File: src/rtl/comb_pkg.sv
package comb_pkg;
  localparam int LINES_PER_GRP = 8;
  localparam int GRP_PER_BANK  = 4;
  localparam int BANK_W        = LINES_PER_GRP * GRP_PER_BANK;
  localparam logic [3:0] OFF_SET  = 4'h0;
  localparam logic [3:0] OFF_CLR  = 4'h4;
  localparam logic [3:0] OFF_STAT = 4'hC;
endpackage

File: src/rtl/comb_enable_bank.sv
module comb_enable_bank #(
  parameter int GRPS = 4,
  localparam int W = GRPS * comb_pkg::LINES_PER_GRP
) (
  input  logic                       clk,
  input  logic                       rst,
  input  logic                       do_set,
  input  logic                       do_clr,
  input  logic [comb_pkg::BANK_W-1:0] wdata,
  output logic [W-1:0]               en_q,
  output logic [W-1:0]               en_next
);
  always_comb begin
    en_next = en_q;
    if (do_set) en_next = en_q | wdata[W-1:0];
    if (do_clr) en_next = en_q & ~wdata[W-1:0];
  end

  always_ff @(posedge clk) begin
    if (rst) en_q <= '0;
    else     en_q <= en_next;
  end
endmodule

File: src/rtl/comb_group_out.sv
module comb_group_out (
  input  logic                                clk,
  input  logic                                rst,
  input  logic [comb_pkg::LINES_PER_GRP-1:0]  src,
  input  logic [comb_pkg::LINES_PER_GRP-1:0]  en,
  output logic                                irq_q
);
  always_ff @(posedge clk) begin
    if (rst) irq_q <= 1'b0;
    else     irq_q <= |(src & en);
  end
endmodule

File: src/rtl/comb_read_mux.sv
module comb_read_mux #(
  parameter int NUM_BANKS = 2,
  parameter int BIDX_W    = 4,
  localparam int PAD_W    = NUM_BANKS * comb_pkg::BANK_W
) (
  input  logic                        clk,
  input  logic                        rst,
  input  logic                        rd_stb,
  input  logic [BIDX_W-1:0]           bank_idx,
  input  logic [3:0]                  offset,
  input  logic [PAD_W-1:0]            en_pad,
  input  logic [PAD_W-1:0]            stat_pad,
  output logic [comb_pkg::BANK_W-1:0] rdata_q
);
  import comb_pkg::*;
  logic [BANK_W-1:0] sel_en, sel_stat, rd_val;

  always_comb begin
    sel_en   = '0;
    sel_stat = '0;
    for (int b = 0; b < NUM_BANKS; b++) begin
      if (bank_idx == BIDX_W'(b)) begin
        sel_en   = en_pad[b*BANK_W +: BANK_W];
        sel_stat = stat_pad[b*BANK_W +: BANK_W];
      end
    end
    case (offset)
      OFF_SET, OFF_CLR: rd_val = sel_en;
      OFF_STAT:         rd_val = sel_stat;
      default:          rd_val = '0;
    endcase
  end

  always_ff @(posedge clk) begin
    if (rst)         rdata_q <= '0;
    else if (rd_stb) rdata_q <= rd_val;
  end
endmodule

File: src/rtl/irq_combiner_top.sv
module irq_combiner_top #(
  parameter int NUM_GROUPS = 8,
  parameter int ADDR_W     = 8,
  localparam int NUM_SRC   = NUM_GROUPS * comb_pkg::LINES_PER_GRP
) (
  input  logic                  clk,
  input  logic                  rst,
  input  logic                  bus_sel,
  input  logic                  bus_wr,
  input  logic [ADDR_W-1:0]     bus_addr,
  input  logic [31:0]           bus_wdata,
  output logic [31:0]           bus_rdata,
  input  logic [NUM_SRC-1:0]    src_lvl,
  output logic [NUM_GROUPS-1:0] grp_irq
);
  import comb_pkg::*;
  localparam int NUM_BANKS = (NUM_GROUPS + GRP_PER_BANK - 1) / GRP_PER_BANK;
  localparam int BIDX_W    = ADDR_W - 4;
  localparam int PAD_W     = NUM_BANKS * BANK_W;

  logic [BIDX_W-1:0]  bank_idx;
  logic [3:0]         offset;
  logic               wr_set, wr_clr;
  logic [NUM_SRC-1:0] en_state, en_next;
  logic [PAD_W-1:0]   en_pad, stat_pad;

  assign bank_idx = bus_addr[ADDR_W-1:4];
  assign offset   = bus_addr[3:0];
  assign wr_set   = bus_sel && bus_wr && (offset == OFF_SET);
  assign wr_clr   = bus_sel && bus_wr && (offset == OFF_CLR);

  for (genvar b = 0; b < NUM_BANKS; b++) begin : g_bank
    localparam int G_HERE = (NUM_GROUPS - b*GRP_PER_BANK >= GRP_PER_BANK) ?
                            GRP_PER_BANK : NUM_GROUPS - b*GRP_PER_BANK;
    localparam int W_HERE = G_HERE * LINES_PER_GRP;
    logic hit;
    assign hit = (bank_idx == BIDX_W'(b));

    comb_enable_bank #(.GRPS(G_HERE)) u_bank (
      .clk     (clk),
      .rst     (rst),
      .do_set  (wr_set && hit),
      .do_clr  (wr_clr && hit),
      .wdata   (bus_wdata),
      .en_q    (en_state[b*BANK_W +: W_HERE]),
      .en_next (en_next[b*BANK_W +: W_HERE])
    );

    assign en_pad[b*BANK_W +: W_HERE]   = en_state[b*BANK_W +: W_HERE];
    assign stat_pad[b*BANK_W +: W_HERE] = en_state[b*BANK_W +: W_HERE] &
                                          src_lvl[b*BANK_W +: W_HERE];
    if (W_HERE < BANK_W) begin : g_pad
      assign en_pad[b*BANK_W + W_HERE +: BANK_W - W_HERE]   = '0;
      assign stat_pad[b*BANK_W + W_HERE +: BANK_W - W_HERE] = '0;
    end
  end

  for (genvar g = 0; g < NUM_GROUPS; g++) begin : g_grp
    comb_group_out u_out (
      .clk   (clk),
      .rst   (rst),
      .src   (src_lvl[g*LINES_PER_GRP +: LINES_PER_GRP]),
      .en    (en_next[g*LINES_PER_GRP +: LINES_PER_GRP]),
      .irq_q (grp_irq[g])
    );
  end

  comb_read_mux #(.NUM_BANKS(NUM_BANKS), .BIDX_W(BIDX_W)) u_rd (
    .clk      (clk),
    .rst      (rst),
    .rd_stb   (bus_sel && !bus_wr),
    .bank_idx (bank_idx),
    .offset   (offset),
    .en_pad   (en_pad),
    .stat_pad (stat_pad),
    .rdata_q  (bus_rdata)
  );
endmodule

File: config.mk
export PLATFORM = sky130hd
export DESIGN_NAME = irq_combiner_top
export DESIGN_NICKNAME = d
export VERILOG_FILES = /design/src/rtl/comb_pkg.sv /design/src/rtl/comb_enable_bank.sv /design/src/rtl/comb_group_out.sv /design/src/rtl/comb_read_mux.sv /design/src/rtl/irq_combiner_top.sv
export SDC_FILE = /design/constraint.sdc
export NUM_CORES = 1
export LEC_CHECK = 0
export BUFFER_PORTS_ARGS = -buffer_cell sky130_fd_sc_hd__buf_2
export CORE_MARGIN = 8
export CORE_UTILIZATION = 54
export CTS_CLUSTER_DIAMETER = 150
export DETAILED_ROUTE_END_ITERATION = 7
export GPL_ROUTABILITY_DRIVEN = 0
export PLACE_DENSITY = 0.88
export SLEW_MARGIN = 40
export SYNTH_ARGS = -nofsm -noshare
export SYNTH_HDL_FRONTEND = slang
export SYNTH_SLANG_ARGS = --single-unit
File: constraint.sdc
create_clock -name clk -period 2.8 [get_ports clk]
set_clock_uncertainty 0.2 [all_clocks]
set_input_delay 0.14 -clock clk [delete_from_list [all_inputs] [get_ports clk]]
set_output_delay 0.14 -clock clk [all_outputs]
set_load 0.03 [all_outputs]
* Word level (Yosys, flattened, before mapping)
Cells that the tools add are included.
** Cells by class
- Equality and inequality tests :: 3
- Bitwise operators :: 15
- Muxes and demuxes :: 9
- Reduce and logical (&&, ||, !) cells :: 20
** Operators with widths (number)
- 32-bit 2-to-1 mux :: 8
- 32-bit AND :: 4
- 8-bit AND :: 8
- 32-bit OR :: 2
- 32-bit case mux with 2 select lines :: 1
- 8-bit OR reduction :: 8
- 32-bit inverter :: 1
- 1-bit logical AND :: 8
- 4-bit logical NOT :: 2
- 4-bit by 1-bit equality test with 1-bit output (second input constant) :: 1
- 4-bit by 3-bit equality test with 1-bit output (second input constant) :: 1
- 4-bit equality test (second input constant) :: 1
- 2-bit OR reduction :: 1
- 1-bit logical NOT :: 1
** Storage, ports and cells
- Bits in registers :: 104
- Input port bits :: 108
- Logic and storage cells :: 58
- Output and inout port bits :: 40

* Longest topological paths before layout
- Word-level depth :: 7
- Mapped depth :: 8
- Gate-level depth less buffers :: 5

* By module
From an unflattened synthesis, not the netlist that was laid out.
** Second synthesis, totals
- Cell total of the unflattened synthesis :: 624
- Area total of the unflattened synthesis :: 6321.1 sq um
** By module, submodules not included
- comb_enable_bank :: area an instance 1559.0 sq um, sequential area each 640.6 sq um, times used 2, cells each 141
- comb_read_mux :: area an instance 2238.4 sq um, sequential area each 640.6 sq um, times used 1, cells each 221
- irq_combiner_top :: area an instance 494.2 sq um, sequential area each 0.0 sq um, times used 1, cells each 73
- comb_group_out :: area an instance 58.8 sq um, sequential area each 20.0 sq um, times used 8, cells each 6

* Least setup slack after synthesis
OpenSTA, ideal clock, no wires.
- Path kind :: input to register
- From :: input bus_addr[3]
- To :: register g_grp[3].u_out.irq_q
- Buffers on the path :: 2
- Data arrival time :: 1.596 ns
- Stages on the path :: 7
- Library setup time :: 0.142 ns
- Data required time :: 2.458 ns
- Setup slack :: 0.862 ns
- Cell sequence :: nor3_2 -> buf_2 -> buf_1 -> nand4_1 -> mux2i_1 -> a2111oi_0 -> a41oi_1
** Between the ends
- Word-level cells in the longest chain between the ends :: 7
- Elaborated cells between the ends (all ways) :: 10
- Those cells by class :: eq/ne (1); mux (2); bitwise (1); reduce/logical (6)
** Ends and longest elaborated chain
- from (decl) :: RTL line irq_combiner_top.sv:10 : input logic [ADDR_W-1:0] bus_addr,
- 4-bit logical NOT :: RTL line irq_combiner_top.sv:29 : assign wr_set = bus_sel && bus_wr && (offset == OFF_SET);
- 1-bit logical AND :: RTL line irq_combiner_top.sv:29
- 1-bit logical AND :: RTL line irq_combiner_top.sv:42 : .do_set (wr_set && hit),
- 32-bit 2-to-1 mux :: RTL line comb_enable_bank.sv:15 : if (do_set) en_next = en_q | wdata[W-1:0];
- 32-bit 2-to-1 mux * :: RTL line comb_enable_bank.sv:16 : if (do_clr) en_next = en_q & ~wdata[W-1:0];
- 8-bit AND * :: RTL line comb_group_out.sv:10 : else irq_q <= |(src & en);
- 8-bit OR reduction * :: RTL line comb_group_out.sv:10
- to (signal assigned) :: RTL line comb_group_out.sv:10
- to (decl) :: RTL line comb_group_out.sv:6 : output logic irq_q
Every way passes the cells marked *; elsewhere a longest branch is shown, timed or not.
A chain may end at the register's enable or synchronous reset.

* Worst setup path after layout
- From :: input bus_addr[7]
- To :: register g_grp[3].u_out.irq_q
** Between the ends
- Word-level cells in the longest chain between the ends :: 6
- Elaborated cells between the ends (all ways) :: 7
- Those cells by class :: mux (2); bitwise (1); reduce/logical (4)
** Ends and longest elaborated chain
- 4-bit logical NOT * :: RTL line irq_combiner_top.sv:37 : assign hit = (bank_idx == BIDX_W'(b));
- 1-bit logical AND :: RTL line irq_combiner_top.sv:42
- 32-bit 2-to-1 mux :: RTL line comb_enable_bank.sv:15
- 32-bit 2-to-1 mux * :: RTL line comb_enable_bank.sv:16
- 8-bit AND * :: RTL line comb_group_out.sv:10
- 8-bit OR reduction * :: RTL line comb_group_out.sv:10
Marked as above.

==> impl_metrics.env <==
export IMPL_grt_antenna_before_repair=0
export IMPL_num_rows=38
export IMPL_route_detailed_wl_per_inst_microns=18.0
export IMPL_grt_util_all_layers_pct=26.2
export IMPL_maxcap_violations=0
export IMPL_grt_pass1_wl_mm=31.6
export IMPL_drt_antenna_net_count=0
export IMPL_path_class="in2reg"
export IMPL_asyncSetResetFlopFracSynth_pct=0
export IMPL_critPathCaptureType="register"
export IMPL_postSynthAreaPerCell_sq_um=7.62
export IMPL_layout_min_cycle_time_ps=2680
export IMPL_io_buffers=147
export IMPL_clk_latency_ps=370
export IMPL_syn2layout_area_growth_pct=28.2
export IMPL_regToRegSetupSlack_ps=540
export IMPL_tritoncts_clock_tree="yes"
export IMPL_coreArea_sq_mm=0.0108
export IMPL_synth_area_sq_mm=0.00595
export IMPL_syn_num_nets=888
export IMPL_post_route_period_util_pct=95.8
export IMPL_max_clock_freq_mhz=373
export IMPL_commonest_cells_post_synth="nor2_1, dfxtp_1, nand3_1, a21oi_1, nand2_1"
export IMPL_htreeDepth=3
export IMPL_cts_post_setup_buffers_inserted=0
export IMPL_cpPeakStageDelay_ps=570
export IMPL_synth_cells=780
export IMPL_final_setup_worst_slack_ps=118
export IMPL_hold_class="in2reg"
export IMPL_leading_post_synthesis_cells_by_cell_area="dfxtp_1, nor2_1, nand3_1"
export IMPL_dp_final_hpwl_mm=12.9
export IMPL_n_antenna_cell=0
export IMPL_worst_pin_slew_ps=632
export IMPL_startpoint_type="input port"
export IMPL_slew_limit_headroom_pct=57.9
export IMPL_fin_tns_setup_ps=0
export IMPL_finalPower_mw=2.90
export IMPL_detail_route_drc_violations=0
export IMPL_die_area_sq_mm=0.0146
export IMPL_first_global_vias=6617
export IMPL_grt_remaining_overflow=0
export IMPL_yosys_warnings=0
export IMPL_post_synth_top_count_cell="nor2_1"
export IMPL_placement_setup_worst_slack_ps=349
export IMPL_cp_data_required_time_ps=2860
export IMPL_pwr_share_seq_pct=52.4
export IMPL_postSynth_topFlopCell="dfxtp_1"
export IMPL_setup_violations=0
export IMPL_unrepaired_setup_endpoints_after_global_routing="no"
export IMPL_multiInputGateArea_sq_mm=0.00352
export IMPL_detail_route_wirelength_mm=19.7
export IMPL_nets=1062
export IMPL_timing_critical_path_slowest_stage_cell="dlygate4sd3_1"
export IMPL_series_of_cell_instances_along_the_critical_path="buf_2, nor4_4, buf_12, buf_4, nand4_1, mux2i_1, a2111oi_0, a41oi_1, dlygate4sd3_1"
export IMPL_r2r_cells=4
export IMPL_die_w_microns=121
export IMPL_synth_yosys_seq_area_share_pct=35.0
export IMPL_switchingPower_mw=0.842
export IMPL_synthDominantCellAreaShare_pct=35.0
export IMPL_outcome="finished, final reports clean"
export IMPL_switching_share_pct=29.1
export IMPL_clock_path_buffers=2
export IMPL_crit_fanout=48
export IMPL_tritoncts_num_buffers=9
export IMPL_grt_start_max_net_pins=65
export IMPL_synth_distinct_cells=36
export IMPL_initial_core_util_pct=55.1
export IMPL_vdd_drop_max_v=0.000269
export IMPL_count_of_flip_flops_with_a_built_in_enable_after_synthesis=0
export IMPL_fin_util_pct=70.6
export IMPL_power_share_combinational_pct=16.5
export IMPL_flop_and_latch_count_out_of_synthesis=104
export IMPL_clock_sink_count=104
export IMPL_detail_route_iter0_violations=734
export IMPL_dominant_cell_type_by_area_after_synthesis="dfxtp_1"
export IMPL_layout_area_seq_sq_mm=0.00208
export IMPL_power_static_leakage_nw=3.15
export IMPL_critical_path_at_ps=2740
export IMPL_clk_root_buffer_cell="clkbuf_8"
export IMPL_power_frac_clock_pct=31.1
export IMPL_hold_violations=0
export IMPL_routed_via_count=6710
export IMPL_final_fill_count=855
export IMPL_whs_path_depth=5
export IMPL_power_density_mw_per_mm2=380
export IMPL_holdWs_ps=1.53
export IMPL_drive_above_1_share_pct=23.9
export IMPL_intPower_mw=2.05
export IMPL_vias_per_cell=6.11
export IMPL_path_clk_slew_ps=90
export IMPL_drt_first_pass_iters=5
export IMPL_maxSlewViolCount=0
export IMPL_die_y_microns=121
export IMPL_ios=148
-- power by group through the flow --
stage	logic [mW]	clock network (mW)	registers [mW]
5_1_grt	0.509	0.968	1.52
4_1_cts	0.467	0.908	1.52
2_1_floorplan	0.155	0	1.60
3_3_place_gp	0.408	0	1.55
3_5_place_dp	0.410	0	1.55
6_report	0.478	0.901	1.52
-- cells by family (layout without fill, tap and decap cells) --
family                 after synthesis  count (layout)  share of synthesized area [%]
flip-flops                         104             104                           35.0
AO/OA/AOI/OAI                      200             200                           22.0
multiplexers                        44              44                           7.83
AND/OR/NAND/NOR                    355             355                           29.2
buffers and inverters               77             255                           6.02
-- cells in the final DEF (no fill, tap or decap), drive strengths merged, types with 20 or more instances in the layout --
cell type | netlist | routed
nand4 | 46 | 46
o21ai | 48 | 48
nand2 | 50 | 50
mux2i | 24 | 24
nand3 | 64 | 64
a22oi | 37 | 37
dfxtp | 104 | 104
and3 | 20 | 20
nor2 | 114 | 114
nor2b | 22 | 22
nor3 | 32 | 32
buf | 33 | 171
dlygate4sd3 | 0 | 66
a21oi | 58 | 58
mux2 | 20 | 20
-- state kept, by name, summed over array words and instances (netlist names) --
| register | flops |
|---|---|
| g_bank.u_bank.en_q | 64 |
| g_grp.u_out.irq_q | 8 |
| u_rd.rdata_q | 32 |
-- worst paths after layout --
check | endpoint | startpoint
hold reg to reg | u_rd.rdata_q[17] | u_rd.rdata_q[17]
setup / recovery | g_grp[3].u_out.irq_q | bus_addr[7]
setup reg to reg | g_grp[0].u_out.irq_q | g_bank[0].u_bank.en_q[4]
hold / removal | u_rd.rdata_q[29] | src_lvl[61]
-- layout make-up --
type | count | share of cell area (%)
clock buffers | 11 | 1.99
clock inverters | 4 | 0.394
inverters | 3 | 0.148
multi-input cells | 599 | 46.2
flip-flops and latches | 104 | 27.3
well taps | 140 | 2.30
repair buffers | 237 | 21.7
-- worst max-delay path: cells and delay by family --
kind            cells  cell delay, ps
compound gates      2             580
mux                 1             210
simple gates        2             560
buf+inv             4            1230
-- metal layers --
metal / routed length, microns / track usage, %
met1: 7790 / 31.6
met3: 1860 / 6.65
met2: 9590 / 44.0
met5: 0 / 0
met4: 507 / 9.84
-- metrics by stage --
step / cell area [sq um] / instances
3_5_place_dp: 6780 / 1017
2_1_floorplan: 5950 / 780
3_3_place_gp: 6780 / 1017
4_1_cts: 7620 / 1098
6_report: 7620 / 1098
5_1_grt: 7620 / 1098
-- repair_timing --
item | CTS | global route
hold endpoints to repair | 58 | 0
endpoints found under the setup margin | 0 | 1
gates resized for setup | 0 | 1
hold buffers | 66 | 0
(Power assumes the default switching activity.)
